## src/rtl/uart_autobaud.sv

```systemverilog
module uart_autobaud #(
  parameter int CNT_W    = 16,
  parameter int PRE_LOG2 = 5
) (
  input  logic             clk,
  input  logic             rst_n,
  input  logic             rx_in,
  input  logic             cfg_wide,
  input  logic             cfg_fast,
  input  logic             async_mode,
  input  logic             wake_en,
  input  logic             en_set,
  input  logic             en_clr,
  input  logic             ovf_set,
  input  logic             ovf_clr,
  input  logic             rd_data,
  input  logic             tx_wr,
  output logic             abd_en,
  output logic [CNT_W-1:0] divisor,
  output logic             ovf_flag,
  output logic             rx_irq,
  output logic             tx_block,
  output logic             tx_wr_ok
);
  localparam int PW = PRE_LOG2 + 4;

  typedef enum logic [1:0] {S_IDLE, S_START, S_EDGE1, S_COUNT} st_t;

  st_t           st;
  logic [2:0]    rx_sh;
  logic [2:0]    edges;
  logic [PW-1:0] pre;
  logic [2:0]    extra;
  logic [PW-1:0] pre_max;
  logic          rise, fall, allowed, start_req, abort;
  logic          tick, done, wrap_eff;

  assign rise      = rx_sh[1] & ~rx_sh[2];
  assign fall      = ~rx_sh[1] & rx_sh[2];
  assign allowed   = async_mode & ~wake_en;
  assign start_req = en_set & allowed;
  assign abort     = abd_en & ((en_clr & ~en_set) | ~allowed);

  always_comb begin
    case ({cfg_wide, cfg_fast})
      2'b00:   extra = 3'd4;
      2'b11:   extra = 3'd0;
      default: extra = 3'd2;
    endcase
  end
  assign pre_max = {PW{1'b1}} >> (3'd4 - extra);

  assign tick     = (st == S_COUNT) & (pre == pre_max);
  assign done     = (st == S_COUNT) & rise & (edges == 3'd4) & ~start_req & ~abort;
  assign wrap_eff = tick & (&divisor) & ~start_req & ~abort;

  assign tx_block = abd_en;
  assign tx_wr_ok = tx_wr & ~abd_en;

  always_ff @(posedge clk or negedge rst_n) begin
    if (!rst_n) rx_sh <= 3'b111;
    else        rx_sh <= {rx_sh[1:0], rx_in};
  end

  always_ff @(posedge clk or negedge rst_n) begin
    if (!rst_n) begin
      st      <= S_IDLE;
      abd_en  <= 1'b0;
      divisor <= '0;
      edges   <= '0;
      pre     <= '0;
    end else if (start_req) begin
      st      <= S_START;
      abd_en  <= 1'b1;
      divisor <= '0;
      edges   <= '0;
      pre     <= '0;
    end else if (abort) begin
      st     <= S_IDLE;
      abd_en <= 1'b0;
    end else begin
      case (st)
        S_START: if (fall) st <= S_EDGE1;
        S_EDGE1: if (rise) begin
          st    <= S_COUNT;
          edges <= 3'd1;
          pre   <= '0;
        end
        S_COUNT: begin
          pre <= tick ? '0 : pre + 1'b1;
          if (tick) divisor <= divisor + 1'b1;
          if (rise) edges <= edges + 1'b1;
          if (done) begin
            st     <= S_IDLE;
            abd_en <= 1'b0;
          end
        end
        default: ;
      endcase
    end
  end

  always_ff @(posedge clk or negedge rst_n) begin
    if (!rst_n)                  ovf_flag <= 1'b0;
    else if (wrap_eff | ovf_set) ovf_flag <= 1'b1;
    else if (ovf_clr)            ovf_flag <= 1'b0;
  end

  always_ff @(posedge clk or negedge rst_n) begin
    if (!rst_n)       rx_irq <= 1'b0;
    else if (done)    rx_irq <= 1'b1;
    else if (rd_data) rx_irq <= 1'b0;
  end


  arm_chk: assert property (@(posedge clk) disable iff (!rst_n)
    start_req |=> abd_en && divisor == '0);

  idle_hold_chk: assert property (@(posedge clk) disable iff (!rst_n)
    !abd_en && !start_req |=> $stable(divisor));

  done_chk: assert property (@(posedge clk) disable iff (!rst_n)
    done |=> !abd_en && rx_irq);

  irq_clr_chk: assert property (@(posedge clk) disable iff (!rst_n)
    rd_data && !done |=> !rx_irq);

  wrap_chk: assert property (@(posedge clk) disable iff (!rst_n)
    wrap_eff && !done |=> ovf_flag && abd_en && divisor == '0);

  ovf_keep_chk: assert property (@(posedge clk) disable iff (!rst_n)
    ovf_flag && !ovf_clr |=> ovf_flag);

  abort_chk: assert property (@(posedge clk) disable iff (!rst_n)
    abort |=> !abd_en && $stable(divisor));
endmodule

```

## config.mk

```make
export PLATFORM = sky130hd
export DESIGN_NAME = uart_autobaud
export DESIGN_NICKNAME = d
export VERILOG_FILES = /design/src/rtl/uart_autobaud.sv
export SDC_FILE = /design/constraint.sdc
export NUM_CORES = 1
export LEC_CHECK = 0
export ABC_CLOCK_PERIOD_IN_PS = 2400
export BUFFER_PORTS_ARGS = -buffer_cell sky130_fd_sc_hd__buf_2
export CELL_PAD_IN_SITES_DETAIL_PLACEMENT = 1
export CELL_PAD_IN_SITES_GLOBAL_PLACEMENT = 1
export CORE_MARGIN = 1.5
export CORE_UTILIZATION = 44
export CTS_BUF_LIST = sky130_fd_sc_hd__clkbuf_4 sky130_fd_sc_hd__clkbuf_8
export CTS_CLUSTER_SIZE = 40
export DETAILED_ROUTE_END_ITERATION = 6
export GPL_TIMING_DRIVEN = 1
export MAX_ROUTING_LAYER = met4
export PLACE_DENSITY_LB_ADDON = 0.1
export SLEW_MARGIN = 10
export SYNTH_ARGS = -nofsm -noshare
export SYNTH_HDL_FRONTEND = slang
export SYNTH_SLANG_ARGS = --single-unit
```

## constraint.sdc

```tcl
create_clock -name clk -period 2.4 [get_ports clk]
set_input_delay 0.36 -clock clk [delete_from_list [all_inputs] [get_ports clk]]
set_output_delay 0.36 -clock clk [all_outputs]
set_load 0.01 [all_outputs]
```

==> flow_summary.ini, run 1 <==
[global_route]
grt_pass1_wl_mm = 9.09
overflow = 0
grt_max_degree = 37
grt_usage_pct = 23.4
grt_pass1_vias = 1878
antenna_found_initial = 0

[sta]
hold_viol_final = 0
hold_ws_ns = 0.162
setup_tns_ns = 0
rsz0062_at_grt = no
setup_viol_count_final = 0
setup_slack_ns = 0.432
fmax_ghz = 0.508
maxSlewHeadroom_pct = 45.2
fin_skew_ns = 0.00503
slew_violations = 0
worstMarginPinSlew_ns = 0.822
min_period_ns = 1.97
finalCritPeriodShare_pct = 82.0

[floorplan]
dieArea_mm2 = 0.00500
die_width_um = 70.7
row_count = 24
core_area_mm2 = 0.00438
ioPinCount = 34
start_util_pct = 46.0
die_height_um = 70.7

[yosys]
syn_inst = 222
synth-main-ff-cell = dfrtp_1
ys_seq_area_share_pct = 44.9
synth_area_mm2 = 0.00202
ys_types = 41
async_flop_share_pct = 100
ys_seq_elements = 36
synth_top_area_share_pct = 40.9
synth_top_cell_by_area = dfrtp_1
synthesis.nets = 241
synth_edf_count = 0
synth_area_per_cell_um2 = 9.09
yosys-top-cells-area = dfrtp_1, o21ai_0, a21oi_1, nand3_1, dfstp_2
yosysWarnings = 0

[outcome]
outcome = finished clean

[cells_and_area]
area.growth.synth_to_final_pct = 16.6
seq_area_um2 = 905
final_core_util_pct = 53.6
drive_gt1_share_pct = 20.5
n_antenna_cell = 0
fillers = 535
final_nets = 276
final_cell_mix = dfrtp_1, buf_2, nand2_1
multiInputGateArea_mm2 = 0.00102

[clock_network]
cts_buffers = 5
cts.sink_count = 36
post_cts.repair.setup_buffers = 0
clk_path_buf_depth = 2
clkTransAtPathRegs_ns = 0.08
cts_tree = built
clkLatencyLatePin_ns = 0.29
hold_buffers = 0
cts_root_buf = clkbuf_8
htree_levels = 2
ctsResizeCount = 0

[critical_path]
crit_slowest_cell = dfrtp_1
cpLargestDelayFamily = simple AND/OR/NAND/NOR gates
cpPeakStageDelay_ns = 0.41
rr_startpoint = pre[7]
path_buf_inv = 1
path_max_fanout = 11
critPathKind = flip-flop to flip-flop
crit_top_cell = or3_1
worstPathArrival_ns = 2.18
worstPathRequired_ns = 2.62
endpoint_kind = flip-flop
crit_chain = or3_1 -> a21oi_2 -> nand4_2 -> buf_4 -> or3_1 -> a21oi_1
crit_path_start_kind = flip-flop
startpoint = pre[7]

[pwr]
power.leakage_uw = 0.00108
fin_total_pwr_uw = 1630
peakVddDrop_uv = 360
powerDensity_mw_per_mm2 = 693

[drt]
dr.first_iter.drc_count = 90
drc_errors = 0
vias = 1833
viasPerCell = 5.91
wirelength_mm = 5.26
final_antenna_net_count = 0
dr.pass1.iters = 4
wl_per_cell_um = 17.0

[placed_design]
io_buffers = 33
place_congestion = 0.782
pre_cts_ws_ns = 0.169
hpwl_mm = 3.61

[run]
cap_violations = 0

[hold_path]
hold_path_class = input pin to async pin
[metal layers]
| metal | vias up | GRT usage, % | wire [um] | share of wire, % |
|---|---|---|---|---|
| met2 | 37 | 38.5 | 2590 | 49 |
| met5 | - | - | 0 | 0 |
| li1 | 878 | - | - | - |
| met1 | 913 | 29.8 | 2420 | 46 |
| met4 | 0 | 6.50 | 55 | 1.0 |
| met3 | 5 | 4.27 | 196 | 3.7 |
[registers in the layout (all words and copies together), names as in the netlist]
register	flops
pre	9
edges	3
rx_irq	1
abd_en	1
rx_sh	3
ovf_flag	1
divisor	16
st	2
[power breakdown]
part           internal (uW)  switching [uW]
clock network            367             226
logic                    116             186
registers                663            70.8
total                   1150             483
[cells by family (layout without fill, tap and decap cells)]
group / count (synthesis) / after routing / share of synthesized area [%]
AO/OA/AOI/OAI: 58 / 58 / 18.1
flip-flops: 36 / 36 / 44.9
AND/OR/NAND/NOR: 99 / 99 / 26.9
adder cells (fa/ha/maj): 6 / 6 / 3.72
buffers and inverters: 19 / 55 / 4.47
XOR/XNOR: 2 / 2 / 0.869
multiplexers: 2 / 2 / 1.05
[stage by stage]
step / instance area, um^2 / std cells
4_1_cts: 2350 / 310
3_5_place_dp: 2220 / 302
5_1_grt: 2350 / 310
2_1_floorplan: 2020 / 222
3_3_place_gp: 2220 / 302
6_report: 2350 / 310
[synth_stat cells (5+ instances only)]
master / instances
and3_1: 7
o21ai_0: 20
nand2_1: 21
nor2_1: 10
or4_1: 5
or3_1: 11
nand3_1: 19
nand4_1: 7
a21oi_1: 19
dfrtp_1: 33
inv_1: 10
o31ai_1: 7
ha_1: 6
[cell type report]
cell class,count,area share [%]
clock inverter,1,1.28
tap,52,2.77
multi-input combinational,167,43.5
clock buffer,7,4.10
sequential,36,38.5
inverter,10,1.60
timing repair buffer,37,8.30
[worst paths after layout]
check	endpoint	slack, ns	cells past startpoint
setup / recovery	divisor[3]	0.43	6
hold / removal	ovf_flag	0.16	1
setup reg to reg	divisor[3]	0.43	6
hold reg to reg	rx_sh[1]	0.36	0
max in group asynchronous	edges[1]	1.72	1
min in group clk	rx_sh[0]	0.17	1
Power figures use the tool's default switching activity.
==> inputs of run 2 (changes only) <==
Settings changed: ABC_CLOCK_PERIOD_IN_PS 2400 to 1800, CORE_UTILIZATION 44 to 40.
Clock period 2.4 ns to 1.8 ns, I/O delays scaled along.
==> flow_summary.ini, run 2 (synthesis results as in run 1) <==
[global_route]
overflow = 0
grt_max_degree = 37
grt_usage_pct = 23.6
grt_pass1_vias = 1959
antenna_found_initial = 0
grt_pass1_wl_mm = 9.51

[critical_path]
path_max_fanout = 6
crit_slowest_cell = or4_1
crit_chain = or3_4 -> a21oi_4 -> nand2_2 -> or4_1 -> a21oi_1
worstPathArrival_ns = 2.12
endpoint_kind = flip-flop
cpPeakStageDelay_ns = 0.49
critPathKind = flip-flop to flip-flop
worstPathRequired_ns = 2.00
crit_path_start_kind = flip-flop

[clock_network]
htree_levels = 2
cts_buffers = 5
clkTransAtPathRegs_ns = 0.07
hold_buffers = 0
cts.sink_count = 36
cts_root_buf = clkbuf_8
clk_path_buf_depth = 2
cts_tree = built
clkLatencyLatePin_ns = 0.29

[floorplan]
row_count = 25
ioPinCount = 34
start_util_pct = 42.1
dieArea_mm2 = 0.00548
core_area_mm2 = 0.00479
die_width_um = 74.0
die_height_um = 74.0

[placed_design]
hpwl_mm = 3.87
dp.cells = 342
io_buffers = 33
place_congestion = 0.757
placed_cell_area_mm2 = 0.00245

[pwr]
seq_power_share_pct = 43.8
peakVddDrop_uv = 457
pwr-share-comb_pct = 25.5
p_sw_uw = 670
fin_total_pwr_uw = 2150
p_int_uw = 1480
p_clk_share_pct = 30.8
powerDensity_mw_per_mm2 = 793
power.leakage_uw = 0.00124
swShare_pct = 31.2

[cells_and_area]
area.growth.synth_to_final_pct = 34.4
stdcell_area_mm2 = 0.00271
final_cell_mix = dfrtp_1, buf_2, buf_4
reg_top3 = divisor x16, pre x9
n_antenna_cell = 0
largest_reg_flops = 16
fillers = 570
drive_gt1_share_pct = 37.0
instances_no_fill = 356
final_core_util_pct = 56.7
final_nets = 307
regMostFlops = divisor

[sta]
setup_slack_ns = -0.118
worstMarginPinSlew_ns = 0.477
fin_skew_ns = 0.00991
rsz0062_at_grt = yes
maxSlewHeadroom_pct = 68.2
hold_ws_ns = 0.00981
fmax_ghz = 0.521
slew_violations = 0
finalCritPeriodShare_pct = 107
hold_viol_final = 0
min_period_ns = 1.92
setup_viol_count_final = 15

[drt]
drc_errors = 0
final_antenna_net_count = 0
vias = 1942
wl_per_cell_um = 16.1
wirelength_mm = 5.74
dr.first_iter.drc_count = 90
dr.pass1.iters = 4
viasPerCell = 5.46

[outcome]
violations = setup timing
outcome = complete, but fails checks

[hold_path]
hold_path_class = input pin to async pin

[run]
cap_violations = 0
[run 2: changes by cell type in the layout (fill, tap and decap cells not counted), moves of 3 or more]
cell and change:
buf_4 +28, a21oi_1 -8, a21oi_2 +7, or3_1 -6, or3_4 +6, o21ai_0 -4, buf_6 +3, o21ai_1 +3
[run 2: metrics by stage]
stage	setup slack, ns	setup TNS (ns)
3_3_place_gp	-0.209	-2.78
3_5_place_dp	-0.319	-4.06
6_report	-0.118	-1.02
2_1_floorplan	0.00145	0
5_1_grt	-0.198	-2.36
4_1_cts	-0.0277	-0.0434
[run 2: routing by layer]
layer	global-route usage (%)	share of wire [%]	wire (um)	up-vias
li1	-	-	-	945
met1	29.4	45	2570	956
met2	38.7	51	2930	31
met3	3.12	2.8	163	10
met4	9.47	1.4	80	0
met5	-	0	0	-
[run 2: critical path: cells and delay by family, from the launching register on]
| family | cells | cell delay, ns |
|---|---|---|
| AO/OA/AOI/OAI | 2 | 0.40 |
| flip-flops | 1 | 0.40 |
| AND/OR/NAND/NOR | 3 | 1.03 |
[run 2: cell type report]
| class | count | area, um^2 | share of cell area, % |
|---|---|---|---|
| timing repair buffer | 68 | 439 | 16.2 |
| tap | 67 | 83.8 | 3.09 |
| multi-input combinational | 167 | 1140 | 42.1 |
| inverter | 10 | 37.5 | 1.38 |
| clock buffer | 8 | 104 | 3.83 |
| sequential | 36 | 905 | 33.4 |
[run 2: path summary, 6_finish.rpt]
check	startpoint	to	slack, ns	depth (start not counted)
setup / recovery	pre[7]	divisor[10]	-0.12	5
hold / removal	rst_n	pre[5]	0.01	2
setup reg to reg	pre[7]	divisor[10]	-0.12	5
hold reg to reg	rx_sh[0]	rx_sh[1]	0.36	0
max in group asynchronous	rst_n	rx_sh[2]	1.41	2
min in group clk	rx_in	rx_sh[0]	0.08	1
[run 2: power by group through the flow]
stage	registers [uW]	clock network, uW	logic [uW]
floorplan	959	0	314
global placement	952	0	525
detailed placement	957	0	536
CTS	941	684	552
global route	955	717	609
finish	940	662	547
[run 2: timing repair]
item,in CTS,in global routing
setup endpoints to repair,12,22
setup buffers,4,1
cloned,1,0
resized for setup,10,20
pin swaps,9,14
==> inputs of run 3 (changes only) <==
Settings changed: TNS_END_PERCENT from default to 5.
==> flow_summary.ini, run 3 (synthesis results as in run 1) <==
[clock_network]
cts_tree = built
clkTransAtPathRegs_ns = 0.08
cts_buffers = 5
clkLatencyLatePin_ns = 0.29
htree_levels = 2
cts.sink_count = 36
cts_root_buf = clkbuf_8
clk_path_buf_depth = 2

[placed_design]
hpwl_mm = 4.19
dp.cells = 341
place_congestion = 0.773
io_buffers = 33

[cells_and_area]
final_nets = 306
area.growth.synth_to_final_pct = 29.7
drive_gt1_share_pct = 29.9
seq_area_um2 = 905
instances_no_fill = 355
n_antenna_cell = 0
largest_reg_flops = 16
regMostFlops = divisor
fillers = 583
final_cell_mix = dfrtp_1, buf_2, buf_4
multiInputGateArea_mm2 = 0.00105
reg_top3 = divisor x16, pre x9

[critical_path]
endpoint = divisor[4]
startpoint = pre[4]
r2r_cells = 6
path_max_fanout = 7
rr_startpoint = pre[4]
critPathKind = flip-flop to flip-flop
endpoint_kind = flip-flop
r2r_setup_slack_ns = -0.05
worstPathRequired_ns = 2.00
r2r_end = divisor[4]
worstPathArrival_ns = 2.05
crit_path_start_kind = flip-flop

[drt]
drc_errors = 0
dr.first_iter.drc_count = 81
vias = 1958
dr.pass1.iters = 4
viasPerCell = 5.52
wirelength_mm = 5.72
wl_per_cell_um = 16.1
final_antenna_net_count = 0

[sta]
setup_slack_ns = -0.0495
fin_skew_ns = 0.0123
rsz0062_at_grt = yes
setup_viol_count_final = 7
min_period_ns = 1.85
slew_violations = 0
finalCritPeriodShare_pct = 103
maxSlewHeadroom_pct = 71.8
fmax_ghz = 0.541
hold_viol_final = 0
worstMarginPinSlew_ns = 0.423

[global_route]
grt_usage_pct = 24.3
grt_max_degree = 20
antenna_found_initial = 0
grt_pass1_wl_mm = 9.89
overflow = 0
grt_pass1_vias = 1983

[floorplan]
die_height_um = 74.0
start_util_pct = 42.1
core_area_mm2 = 0.00479
ioPinCount = 34
dieArea_mm2 = 0.00548
die_width_um = 74.0
row_count = 25

[hold_path]
hold_path_class = input pin to flip-flop

[outcome]
violations = setup timing
outcome = complete, but fails checks

[pwr]
peakVddDrop_uv = 609
fin_total_pwr_uw = 2150
power.leakage_uw = 0.00122
powerDensity_mw_per_mm2 = 823

[run]
cap_violations = 0
run 3: area by class of cell:
cell class	instances	area share [%]
multi-input cells	167	40.2
flip-flops and latches	36	34.6
repair buffers	67	16.6
clock buffers	8	3.97
well taps	67	3.21
inverters	10	1.44
run 3: worst min path at each step:
stage                     startpoint        to  cells past startpoint
final                          rx_in  rx_sh[0]                      1
after global routing           rx_in  rx_sh[0]                      1
after CTS                      rx_in  rx_sh[0]                      1
after detailed placement       rst_n    pre[0]                      1
after global placement         rst_n    pre[0]                      1
after floorplan                rst_n    abd_en                      0
run 3: routing by layer:
metal  vias to the layer above  wire length [um]  track usage, %
met5                         -                 0               -
met1                       986              2660            31.2
met3                         6                98            4.07
met2                        25              2910            39.8
met4                         0                53            5.97
li1                        941                 -               -
run 3: power breakdown:
| part | internal (uW) | leakage [uW] | total (uW) | switching [uW] |
|---|---|---|---|---|
| logic | 233 | 0.000684 | 543 | 310 |
| clock network | 365 | 0.0000549 | 662 | 297 |
| registers | 885 | 0.000479 | 948 | 62.8 |
| total | 1480 | 0.00122 | 2150 | 670 |
run 3: worst max-delay path: stages (launching register included):
cell and delay (ns):
dfrtp_1 0.41, xnor2_1 0.17, o41ai_4 0.34, nand4_4 0.18, buf_6 0.18, or3_1 0.34, a21oi_1 0.14
run 3: timing repair:
action / in CTS / in global routing
setup buffers: 4 / 0
cloned: 1 / 0
pin swaps: 21 / 0
endpoints found under the hold margin: 16 / 0
setup endpoints to repair: 14 / 16
hold buffers: 1 / 0
resized for setup: 10 / 3
run 3: metrics by stage:
step	setup slack, ns	hold WS, ns	util, %	cell area (um^2)	setup TNS, ns
global route	-0.156	0.0715	54.6	2620	-1.58
CTS	-0.0485	0.0720	54.5	2610	-0.185
detailed placement	-0.345	0.234	50.6	2420	-5.33
global placement	-0.265	0.230	50.6	2420	-3.85
floorplan	-0.0401	-0.0256	-	2020	-0.333
finish	-0.0495	0.0827	54.6	2620	-0.200
